**src/rtl/i2cw_pkg.sv**
```systemverilog
package i2cw_pkg;

    // Controller states
    typedef enum logic [2:0] {
        ST_IDLE,
        ST_ADDR,
        ST_ADDR_ACK,
        ST_SUB,
        ST_SUB_ACK,
        ST_DATA,
        ST_DATA_ACK
    } st_e;

    // Fixed upper part of the device address; bit 1 is strapped, bit 0 fixed 0
    localparam logic [4:0] DEV_ADDR_HI = 5'b10001;
    localparam logic       DEV_ADDR_B0 = 1'b0;
    localparam logic       RW_WRITE    = 1'b0;

endpackage

```
**src/rtl/i2cw_deglitch.sv**
```systemverilog
module i2cw_deglitch #(
    parameter int FILT_LEN = 3
) (
    input  logic clk,
    input  logic rst_n,
    input  logic raw_i,
    output logic clean_o
);
    logic [1:0]          sync_q;
    logic [FILT_LEN-1:0] hist_q;

    // Two-flop synchronizer, then a level is taken only after FILT_LEN equal samples
    always_ff @(posedge clk or negedge rst_n) begin
        if (!rst_n) begin
            sync_q  <= '1;
            hist_q  <= '1;
            clean_o <= 1'b1;
        end else begin
            sync_q <= {sync_q[0], raw_i};
            hist_q <= {hist_q[FILT_LEN-2:0], sync_q[1]};
            if (&hist_q)
                clean_o <= 1'b1;
            else if (~|hist_q)
                clean_o <= 1'b0;
        end
    end
endmodule

```
**src/rtl/i2cw_bus_events.sv**
```systemverilog
module i2cw_bus_events (
    input  logic clk,
    input  logic rst_n,
    input  logic scl_f,
    input  logic sda_f,
    output logic start_evt,
    output logic stop_evt,
    output logic scl_rise,
    output logic scl_fall
);
    logic scl_p_q, sda_p_q;

    always_ff @(posedge clk or negedge rst_n) begin
        if (!rst_n) begin
            scl_p_q <= 1'b1;
            sda_p_q <= 1'b1;
        end else begin
            scl_p_q <= scl_f;
            sda_p_q <= sda_f;
        end
    end

    assign start_evt = scl_f && scl_p_q && sda_p_q && !sda_f;
    assign stop_evt  = scl_f && scl_p_q && !sda_p_q && sda_f;
    assign scl_rise  = scl_f && !scl_p_q;
    assign scl_fall  = !scl_f && scl_p_q;
endmodule

```
**src/rtl/i2cw_fsm.sv**
```systemverilog
module i2cw_fsm
    import i2cw_pkg::*;
#(
    parameter int NUM_REGS = 9,
    parameter int IDX_W    = 4
) (
    input  logic             clk,
    input  logic             rst_n,
    input  logic             start_evt,
    input  logic             stop_evt,
    input  logic             scl_rise,
    input  logic             scl_fall,
    input  logic             sda_f,
    input  logic             addr_sel,
    input  logic             ainc_en,
    output logic             wr_en,
    output logic [IDX_W-1:0] wr_idx,
    output logic [7:0]       wr_data,
    output logic             sda_pull,
    output st_e              state_q,
    output logic [7:0]       sub_q
);
    localparam logic [7:0] LAST_SUB = 8'(NUM_REGS - 1);

    st_e        state_d;
    logic [7:0] shift_q;
    logic [3:0] bitcnt_q;
    logic       byte_done;
    logic       addr_hit;
    logic       rx_state;

    assign byte_done = scl_fall && (bitcnt_q == 4'd8);
    assign addr_hit  = (shift_q == {DEV_ADDR_HI, addr_sel, DEV_ADDR_B0, RW_WRITE});
    assign rx_state  = (state_q == ST_ADDR) || (state_q == ST_SUB) || (state_q == ST_DATA);

    // Next-state logic
    always_comb begin
        state_d = state_q;
        if (stop_evt) begin
            state_d = ST_IDLE;
        end else if (start_evt) begin
            state_d = ST_ADDR;
        end else begin
            unique case (state_q)
                ST_IDLE:     state_d = ST_IDLE;
                ST_ADDR:     if (byte_done) state_d = addr_hit ? ST_ADDR_ACK : ST_IDLE;
                ST_ADDR_ACK: if (scl_fall)  state_d = ST_SUB;
                ST_SUB:      if (byte_done) state_d = ST_SUB_ACK;
                ST_SUB_ACK:  if (scl_fall)  state_d = ST_DATA;
                ST_DATA:     if (byte_done) state_d = ST_DATA_ACK;
                ST_DATA_ACK: if (scl_fall)  state_d = ST_DATA;
                default:     state_d = ST_IDLE;
            endcase
        end
    end

    // State register
    always_ff @(posedge clk or negedge rst_n) begin
        if (!rst_n)
            state_q <= ST_IDLE;
        else
            state_q <= state_d;
    end

    // Outputs and datapath
    always_ff @(posedge clk or negedge rst_n) begin
        if (!rst_n) begin
            shift_q  <= '0;
            bitcnt_q <= '0;
            sub_q    <= '0;
            sda_pull <= 1'b0;
        end else begin
            sda_pull <= (state_d == ST_ADDR_ACK) || (state_d == ST_SUB_ACK) ||
                        (state_d == ST_DATA_ACK);

            if (start_evt || stop_evt) begin
                bitcnt_q <= '0;
            end else if (rx_state && scl_rise) begin
                shift_q  <= {shift_q[6:0], sda_f};
                bitcnt_q <= bitcnt_q + 4'd1;
            end else if (!rx_state && scl_fall) begin
                bitcnt_q <= '0;
            end

            if (state_q == ST_SUB && byte_done)
                sub_q <= shift_q;
            else if (state_q == ST_DATA && byte_done && ainc_en && sub_q < LAST_SUB)
                sub_q <= sub_q + 8'd1;
        end
    end

    assign wr_en   = (state_q == ST_DATA) && byte_done && (sub_q <= LAST_SUB);
    assign wr_idx  = sub_q[IDX_W-1:0];
    assign wr_data = shift_q;
endmodule

```
**src/rtl/i2cw_regfile.sv**
```systemverilog
module i2cw_regfile #(
    parameter int NUM_REGS = 9,
    parameter int DATA_W   = 8,
    parameter int IDX_W    = 4,
    parameter int AINC_REG = 8,
    parameter int AINC_BIT = 7
) (
    input  logic                       clk,
    input  logic                       rst_n,
    input  logic                       wr_en,
    input  logic [IDX_W-1:0]           wr_idx,
    input  logic [DATA_W-1:0]          wr_data,
    output logic [NUM_REGS*DATA_W-1:0] regs_o,
    output logic                       ainc_en
);
    logic [DATA_W-1:0] mem_q [NUM_REGS];

    for (genvar g = 0; g < NUM_REGS; g++) begin : g_reg
        always_ff @(posedge clk or negedge rst_n) begin
            if (!rst_n)
                mem_q[g] <= '0;
            else if (wr_en && wr_idx == IDX_W'(g))
                mem_q[g] <= wr_data;
        end
        assign regs_o[g*DATA_W +: DATA_W] = mem_q[g];
    end

    // Stored bit is a disable, so an all-zero reset leaves stepping on
    assign ainc_en = ~mem_q[AINC_REG][AINC_BIT];
endmodule

```
**src/rtl/i2cw_slave_top.sv**
```systemverilog
module i2cw_slave_top
    import i2cw_pkg::*;
#(
    parameter int NUM_REGS = 9,
    parameter int DATA_W   = 8,
    parameter int FILT_LEN = 3,
    parameter int AINC_REG = 8,
    parameter int AINC_BIT = 7
) (
    input  logic                       clk,
    input  logic                       rst_n,
    input  logic                       scl_i,
    input  logic                       sda_i,
    input  logic                       addr_sel_i,
    output logic                       sda_pull_o,
    output logic [NUM_REGS*DATA_W-1:0] regs_o
);
    localparam int IDX_W = (NUM_REGS > 1) ? $clog2(NUM_REGS) : 1;

    logic             scl_f, sda_f;
    logic             start_evt, stop_evt, scl_rise, scl_fall;
    logic             wr_en, ainc_en;
    logic [IDX_W-1:0] wr_idx;
    logic [7:0]       wr_data;
    logic [7:0]       sub_q;
    st_e              state_q;

    i2cw_deglitch #(.FILT_LEN(FILT_LEN)) u_scl_filt (
        .clk(clk), .rst_n(rst_n), .raw_i(scl_i), .clean_o(scl_f)
    );

    i2cw_deglitch #(.FILT_LEN(FILT_LEN)) u_sda_filt (
        .clk(clk), .rst_n(rst_n), .raw_i(sda_i), .clean_o(sda_f)
    );

    i2cw_bus_events u_events (
        .clk(clk), .rst_n(rst_n), .scl_f(scl_f), .sda_f(sda_f),
        .start_evt(start_evt), .stop_evt(stop_evt),
        .scl_rise(scl_rise), .scl_fall(scl_fall)
    );

    i2cw_fsm #(.NUM_REGS(NUM_REGS), .IDX_W(IDX_W)) u_fsm (
        .clk(clk), .rst_n(rst_n),
        .start_evt(start_evt), .stop_evt(stop_evt),
        .scl_rise(scl_rise), .scl_fall(scl_fall), .sda_f(sda_f),
        .addr_sel(addr_sel_i), .ainc_en(ainc_en),
        .wr_en(wr_en), .wr_idx(wr_idx), .wr_data(wr_data[7:0]),
        .sda_pull(sda_pull_o), .state_q(state_q), .sub_q(sub_q)
    );

    i2cw_regfile #(
        .NUM_REGS(NUM_REGS), .DATA_W(8), .IDX_W(IDX_W),
        .AINC_REG(AINC_REG), .AINC_BIT(AINC_BIT)
    ) u_regs (
        .clk(clk), .rst_n(rst_n), .wr_en(wr_en), .wr_idx(wr_idx),
        .wr_data(wr_data), .regs_o(regs_o), .ainc_en(ainc_en)
    );
endmodule

```
**config.mk**
```make
export PLATFORM = sky130hd
export DESIGN_NAME = i2cw_slave_top
export DESIGN_NICKNAME = d
export VERILOG_FILES = /design/src/rtl/i2cw_pkg.sv /design/src/rtl/i2cw_deglitch.sv /design/src/rtl/i2cw_bus_events.sv /design/src/rtl/i2cw_fsm.sv /design/src/rtl/i2cw_regfile.sv /design/src/rtl/i2cw_slave_top.sv
export SDC_FILE = /design/constraint.sdc
export NUM_CORES = 1
export LEC_CHECK = 0
export CAP_MARGIN = 20
export CORE_MARGIN = 10
export CORE_UTILIZATION = 53
export CTS_CLUSTER_SIZE = 10
export DETAILED_ROUTE_END_ITERATION = 6
export PLACE_DENSITY = 0.8
export SLEW_MARGIN = 20
export SYNTH_ARGS = -nofsm -noshare
export SYNTH_HDL_FRONTEND = slang
export SYNTH_SLANG_ARGS = --single-unit
```
**constraint.sdc**
```tcl
create_clock -name clk -period 2.54 [get_ports clk]
set_input_delay 0.508 -clock clk [delete_from_list [all_inputs] [get_ports clk]]
set_output_delay 0.508 -clock clk [all_outputs]
set_load 0.02 [all_outputs]
```
# Word level (Yosys, flattened, before mapping)
# Index checks and enable logic that the tools add are counted.
[totals]
ff_bits = 110
inputBits = 5
output_inout_bits = 73
wordCells = 110
[classes]
n_addsub = 2
magnitude_cmp = 2
n_eq_ne = 21
n_mux = 18
bitwise_logic = 2
reduce_logical = 43
[op_table]
columns = ["cell", "count"]
rows = [
  ["logical AND 1 bit", 24],
  ["2-to-1 mux 3 bit", 7],
  ["== test 4 x 3 -> 1 bit (second input constant)", 4],
  ["2-to-1 mux 8 bit", 2],
  ["== test 3 bit (second input constant)", 5],
  ["one-hot mux 3 bit (5 select lines)", 1],
  ["2-to-1 mux 4 bit", 3],
  ["== test 3 x 2 -> 1 bit (second input constant)", 3],
  ["adder 8 x 1 -> 8 bit (second input constant)", 1],
  ["== test 4 x 2 -> 1 bit (second input constant)", 2],
  ["== test 4 bit (second input constant)", 2],
  ["== test 8 bit", 1],
  ["<= comparator 8 x 4 -> 1 bit (second input constant)", 1],
  ["less-than comparator 8 x 4 -> 1 bit (second input constant)", 1],
  ["AND reduction 3 bit", 2],
  ["OR reduction 3 bit", 2],
  ["logical NOT 1 bit", 5],
  ["logical OR 1 bit", 5],
  ["adder 4 x 1 -> 4 bit (second input constant)", 1],
  ["== test 4 x 1 -> 1 bit (second input constant)", 1],
  ["logical NOT 4 bit", 1],
  ["2-to-1 mux 1 bit", 4],
  ["inequality test 2 x 1 -> 1 bit (second input constant)", 2],
  ["== test 3 x 1 -> 1 bit (second input constant)", 1],
  ["other kinds (6)", 7],
]

# Depth between registers and ports, before layout
[logic_depth]
ltp_word = 10
mapped_depth = 7
ltp_nobuf = 6

# Hierarchy
# Synthesis repeated with hierarchy kept, for this count alone.
[unflattened]
cells_unflattened = 316
hier_area_um2 = 4488.1
[modules_own_cells]
columns = ["mod", "n_inst", "cells_per_inst", "area_per_inst_um2", "seq_area_each_um2"]
rows = [
  ["i2cw_regfile", 1, 162, 2800.2, 1801.7],
  ["i2cw_fsm", 1, 128, 1247.4, 600.6],
  ["i2cw_deglitch", 2, 10, 176.4, 157.7],
  ["i2cw_bus_events", 1, 6, 87.6, 52.6],
]

# Worst setup path before layout
# OpenSTA, ideal clock, no wires.
[synth_path]
path_kind = "reg-to-reg"
from = "register u_events.scl_p_q"
to = "register u_regs.mem_q (netlist bit u_regs.regs_o[15])"
setup_ps = 128
t_arrival_ps = 2047
t_required_ps = 2412
setup_slack_ps = 365
path_stages_with_launch = 6
n_path_buf = 1
period_less_slack_ps = 2175
path_cell_list = "dfstp_2 clkbuf_1 nand4bb_1 nor4_4 nand2_4 mux2_1"
[synth_via]
elab_chain_cells = 5
[synth_rtl]
columns = ["element", "line", "text"]
rows = [
  ["start: declaration", "i2cw_bus_events.sv:11", "logic scl_p_q, sda_p_q;"],
  ["start signal: assignment", "i2cw_bus_events.sv:18", "scl_p_q <= scl_f;"],
  ["logical AND 1 bit", "i2cw_bus_events.sv:26", "assign scl_fall = !scl_f && scl_p_q;"],
  ["logical AND 1 bit", "i2cw_fsm.sv:32", "assign byte_done = scl_fall && (bitcnt_q == 4'd8);"],
  ["logical AND 1 bit (2 in a row)", "i2cw_fsm.sv:92", "assign wr_en = (state_q == ST_DATA) && byte_done && (sub_q <= LAST_SUB);"],
  ["logical AND 1 bit", "i2cw_regfile.sv:22", "else if (wr_en && wr_idx == IDX_W'(g))"],
  ["end signal: indexed assignment", "i2cw_regfile.sv:23", "mem_q[g] <= wr_data;"],
  ["end: declaration", "i2cw_regfile.sv:16", "logic [DATA_W-1:0] mem_q [NUM_REGS];"],
]
# No other way between the ends.
# A chain may end at the register's enable or synchronous reset.

# Worst setup path after layout
[layout_path]
from = "register u_fsm.state_q[1]"
to = "register u_regs.mem_q (netlist bit u_regs.regs_o[55])"
[layout_via]
elab_chain_cells = 4
[layout_rtl]
columns = ["element", "line", "text"]
rows = [
  ["start: declaration", "i2cw_fsm.sv:20", "output st_e state_q,"],
  ["start signal: assignment", "i2cw_fsm.sv:62", "state_q <= state_d;"],
  ["== test 3 bit", "i2cw_fsm.sv:92", ""],
  ["logical AND 1 bit (2 in a row)", "i2cw_fsm.sv:92", ""],
  ["logical AND 1 bit", "i2cw_regfile.sv:22", ""],
]
# No other way between the ends.

==> impl_metrics.env <==
export IMPL_dr_wl_met2_um=4820
export IMPL_powerDensity_nw_per_um2=605
export IMPL_synth_top_area_share_pct=52.8
export IMPL_status="finished, final reports clean"
export IMPL_synth_nets=335
export IMPL_ys_flop_type="dfrtp_1"
export IMPL_finalClockSkew_ps=17.7
export IMPL_clk_pin_slew_ps=100
export IMPL_hold_buffers=0
export IMPL_maxCapViolCount=0
export IMPL_die_w_um=113
export IMPL_min_period_ps=2290
export IMPL_power_frac_seq_pct=61.9
export IMPL_clock_latency_ps=370
export IMPL_required_ps=2790
export IMPL_async_flop_share_pct=100
export IMPL_synth_enable_flop_cells=0
export IMPL_cp_cell_sequence="or4b_4 > nor4_4 > nand2_1 > mux2_1"
export IMPL_routed_top_layer="met4"
export IMPL_ys_ff_latch=110
export IMPL_numPortBuffers=77
export IMPL_critPathTopFamily="simple AND/OR/NAND/NOR gates"
export IMPL_cts_resized=0
export IMPL_antenna_found_initial=0
export IMPL_clockPowerShare_pct=30.9
export IMPL_arrival_ps=2540
export IMPL_worstMarginPinSlew_ps=604
export IMPL_drv_slew=0
export IMPL_cpPeakStageDelay_ps=630
export IMPL_dp_hpwl_um=7070
export IMPL_cp_end_kind="flop"
export IMPL_grt_pass1_wl_um=17500
export IMPL_critPathLaunchType="flop"
export IMPL_setup_viol_count_final=0
export IMPL_cts_root_buf="clkbuf_8"
export IMPL_fin_crit_sh_pct=90.0
export IMPL_relSlewSlack_pct=59.8
export IMPL_synth_common_cells="dfrtp_1, mux2_2, clkbuf_1"
export IMPL_mappedNetlistArea_sq_um=4550
export IMPL_first_pass_iters=4
export IMPL_vias=2890
export IMPL_synth_most_common_cell="dfrtp_1"
export IMPL_grt_pass1_vias=3147
export IMPL_cts_buffers=9
export IMPL_grt_usage_pct=17.1
export IMPL_tns_ps=0
export IMPL_drive_gt1_share_pct=30.4
export IMPL_ir_worst_vdd_mv=0.330
export IMPL_hp_class="in -> async"
export IMPL_drc=0
export IMPL_syn_area_per_cell_sq_um=14.0
export IMPL_wl_per_cell_um=20.6
export IMPL_gp_congestion=0.797
export IMPL_syn_to_final_growth_pct=23.2
export IMPL_p_int_mw=2.41
export IMPL_die_h_um=113
export IMPL_post_cts_setup_buffers=0
export IMPL_swShare_pct=28.9
export IMPL_rows=33
export IMPL_worstPathMaxFanout=10
export IMPL_vias_per_cell=5.71
export IMPL_wl_met3_um=837
export IMPL_p_leak_nw=2.66
export IMPL_yosysUniqueCellTypes=47
export IMPL_synth_top_cells_by_area="dfrtp_1, mux2_2, dfstp_2, ha_1, clkbuf_1"
export IMPL_htreeDepth=3
export IMPL_initial_core_util_pct=54.8
export IMPL_synth_seq_area_share_pct=60.9
export IMPL_grt_overflow=0
export IMPL_finalPower_mw=3.39
export IMPL_rsz0062_at_grt="false"
export IMPL_wl_um=10400
export IMPL_pwr_share_comb_pct=7.2
export IMPL_fin_hold_ws_ps=123
export IMPL_pin_count=78
export IMPL_layout_nets=408
export IMPL_nFillCells=590
export IMPL_diodes=0
export IMPL_grt_max_degree=44
export IMPL_finalHoldViolations=0
export IMPL_wl_met1_um=4620
export IMPL_worstPathBufferInverterCount=0
export IMPL_path_class="reg -> reg"
export IMPL_cts_tree="built"
export IMPL_yosysTopAreaCell="dfrtp_1"
export IMPL_syn_inst=324
export IMPL_clockBufferDepth=2
export IMPL_dieArea_sq_um=12700
export IMPL_ys_warnings_count=0
export IMPL_max_freq_ghz=0.438
export IMPL_critPathSlowestCell="or4b_4"
export IMPL_coreArea_sq_um=8300
export IMPL_utilization_pct=67.5
export IMPL_first_iter_violations=155
export IMPL_switching_power_uw=978
export IMPL_cts_sinks=110
export IMPL_ant_nets=0
## cells by family (layout without fill, tap and decap cells)
group	after synthesis	in the layout	share of synthesized area (%)
DFF	110	110	60.9
muxes	84	84	21.0
buffers and inverters	29	106	2.59
xor gates and xnor gates	2	2	0.385
and+or+nand+nor	61	61	8.75
AOI/OAI and AO/OA	32	32	4.71
adders and majority gates	6	6	1.65
## area by class of cell
type | count | area (sq um) | share of cell area [%]
sequential | 110 | 2770 | 49.5
multi-input combinational | 185 | 1660 | 29.6
timing repair buffer | 80 | 803 | 14.3
tap | 105 | 131 | 2.35
clock buffer | 9 | 124 | 2.21
clock inverter | 6 | 71.3 | 1.27
inverter | 11 | 41.3 | 0.737
## per-layer routing
metal	up-vias	GRT usage [%]
met4	0	5.58
met2	84	25.2
met5	-	0
li1	1300	-
met1	1494	22.6
met3	12	6.71
## stage by stage
step / worst slack, ps / std cells / instance area (sq um)
2_1_floorplan: 365 / 324 / 4550
3_3_place_gp: 285 / 491 / 5400
3_5_place_dp: 274 / 491 / 5400
4_1_cts: 267 / 506 / 5600
5_1_grt: 135 / 506 / 5600
6_report: 255 / 506 / 5600
## power groups by stage
| stage | Clock, mW | Sequential, mW | Combinational, mW |
|---|---|---|---|
| floorplan | 0 | 1.93 | 0.262 |
| global placement | 0 | 2.13 | 0.235 |
| detailed placement | 0 | 2.14 | 0.243 |
| CTS | 1.07 | 2.10 | 0.245 |
| global route | 1.14 | 2.12 | 0.273 |
| finish | 1.05 | 2.10 | 0.244 |
## registers in the layout (all words and copies together) (netlist names), 2 cells and up
| signal | flops |
|---|---|
| u_scl_filt.hist_q | 3 |
| u_fsm.sub_q | 8 |
| u_sda_filt.sync_q | 2 |
| u_sda_filt.hist_q | 3 |
| u_scl_filt.sync_q | 2 |
| u_fsm.state_q | 3 |
| u_regs.regs_o | 72 |
| u_fsm.wr_data | 8 |
| u_fsm.bitcnt_q | 4 |
## cell usage in the layout, fill, tap and decap left out, drive strengths merged, types with 3 or more instances in the layout
cell / count
dfrtp: 96
mux2: 84
clkdlybuf4s50: 76
nand2: 18
dfstp: 14
inv: 12
o21ai: 9
clkbuf: 9
nor3: 6
nor2: 6
ha: 6
nand3: 5
a21oi: 5
or4: 4
buf: 4
or3: 3
and3: 3
o211ai: 3
nor4: 3
## final timing paths
| path | from | endpoint | cells after the start | slack [ps] |
|---|---|---|---|---|
| hold / removal | rst_n | u_fsm.wr_data[5]$_DFFE_PN0P_ | 1 | 120 |
| hold reg to reg | u_scl_filt.sync_q[0]$_DFF_PN1_ | u_scl_filt.sync_q[1]$_DFF_PN1_ | 0 | 360 |
| setup reg to reg | u_fsm.state_q[1]$_DFF_PN0_ | u_regs.regs_o[55]$_DFFE_PN0P_ | 4 | 250 |
| setup / recovery | u_fsm.state_q[1]$_DFF_PN0_ | u_regs.regs_o[55]$_DFFE_PN0P_ | 4 | 250 |
| max in group asynchronous | rst_n | u_regs.regs_o[55]$_DFFE_PN0P_ | 2 | 1650 |
| min in group clk | u_scl_filt.sync_q[0]$_DFF_PN1_ | u_scl_filt.sync_q[1]$_DFF_PN1_ | 0 | 360 |
No activity file was read; power rests on OpenSTA's default activity.
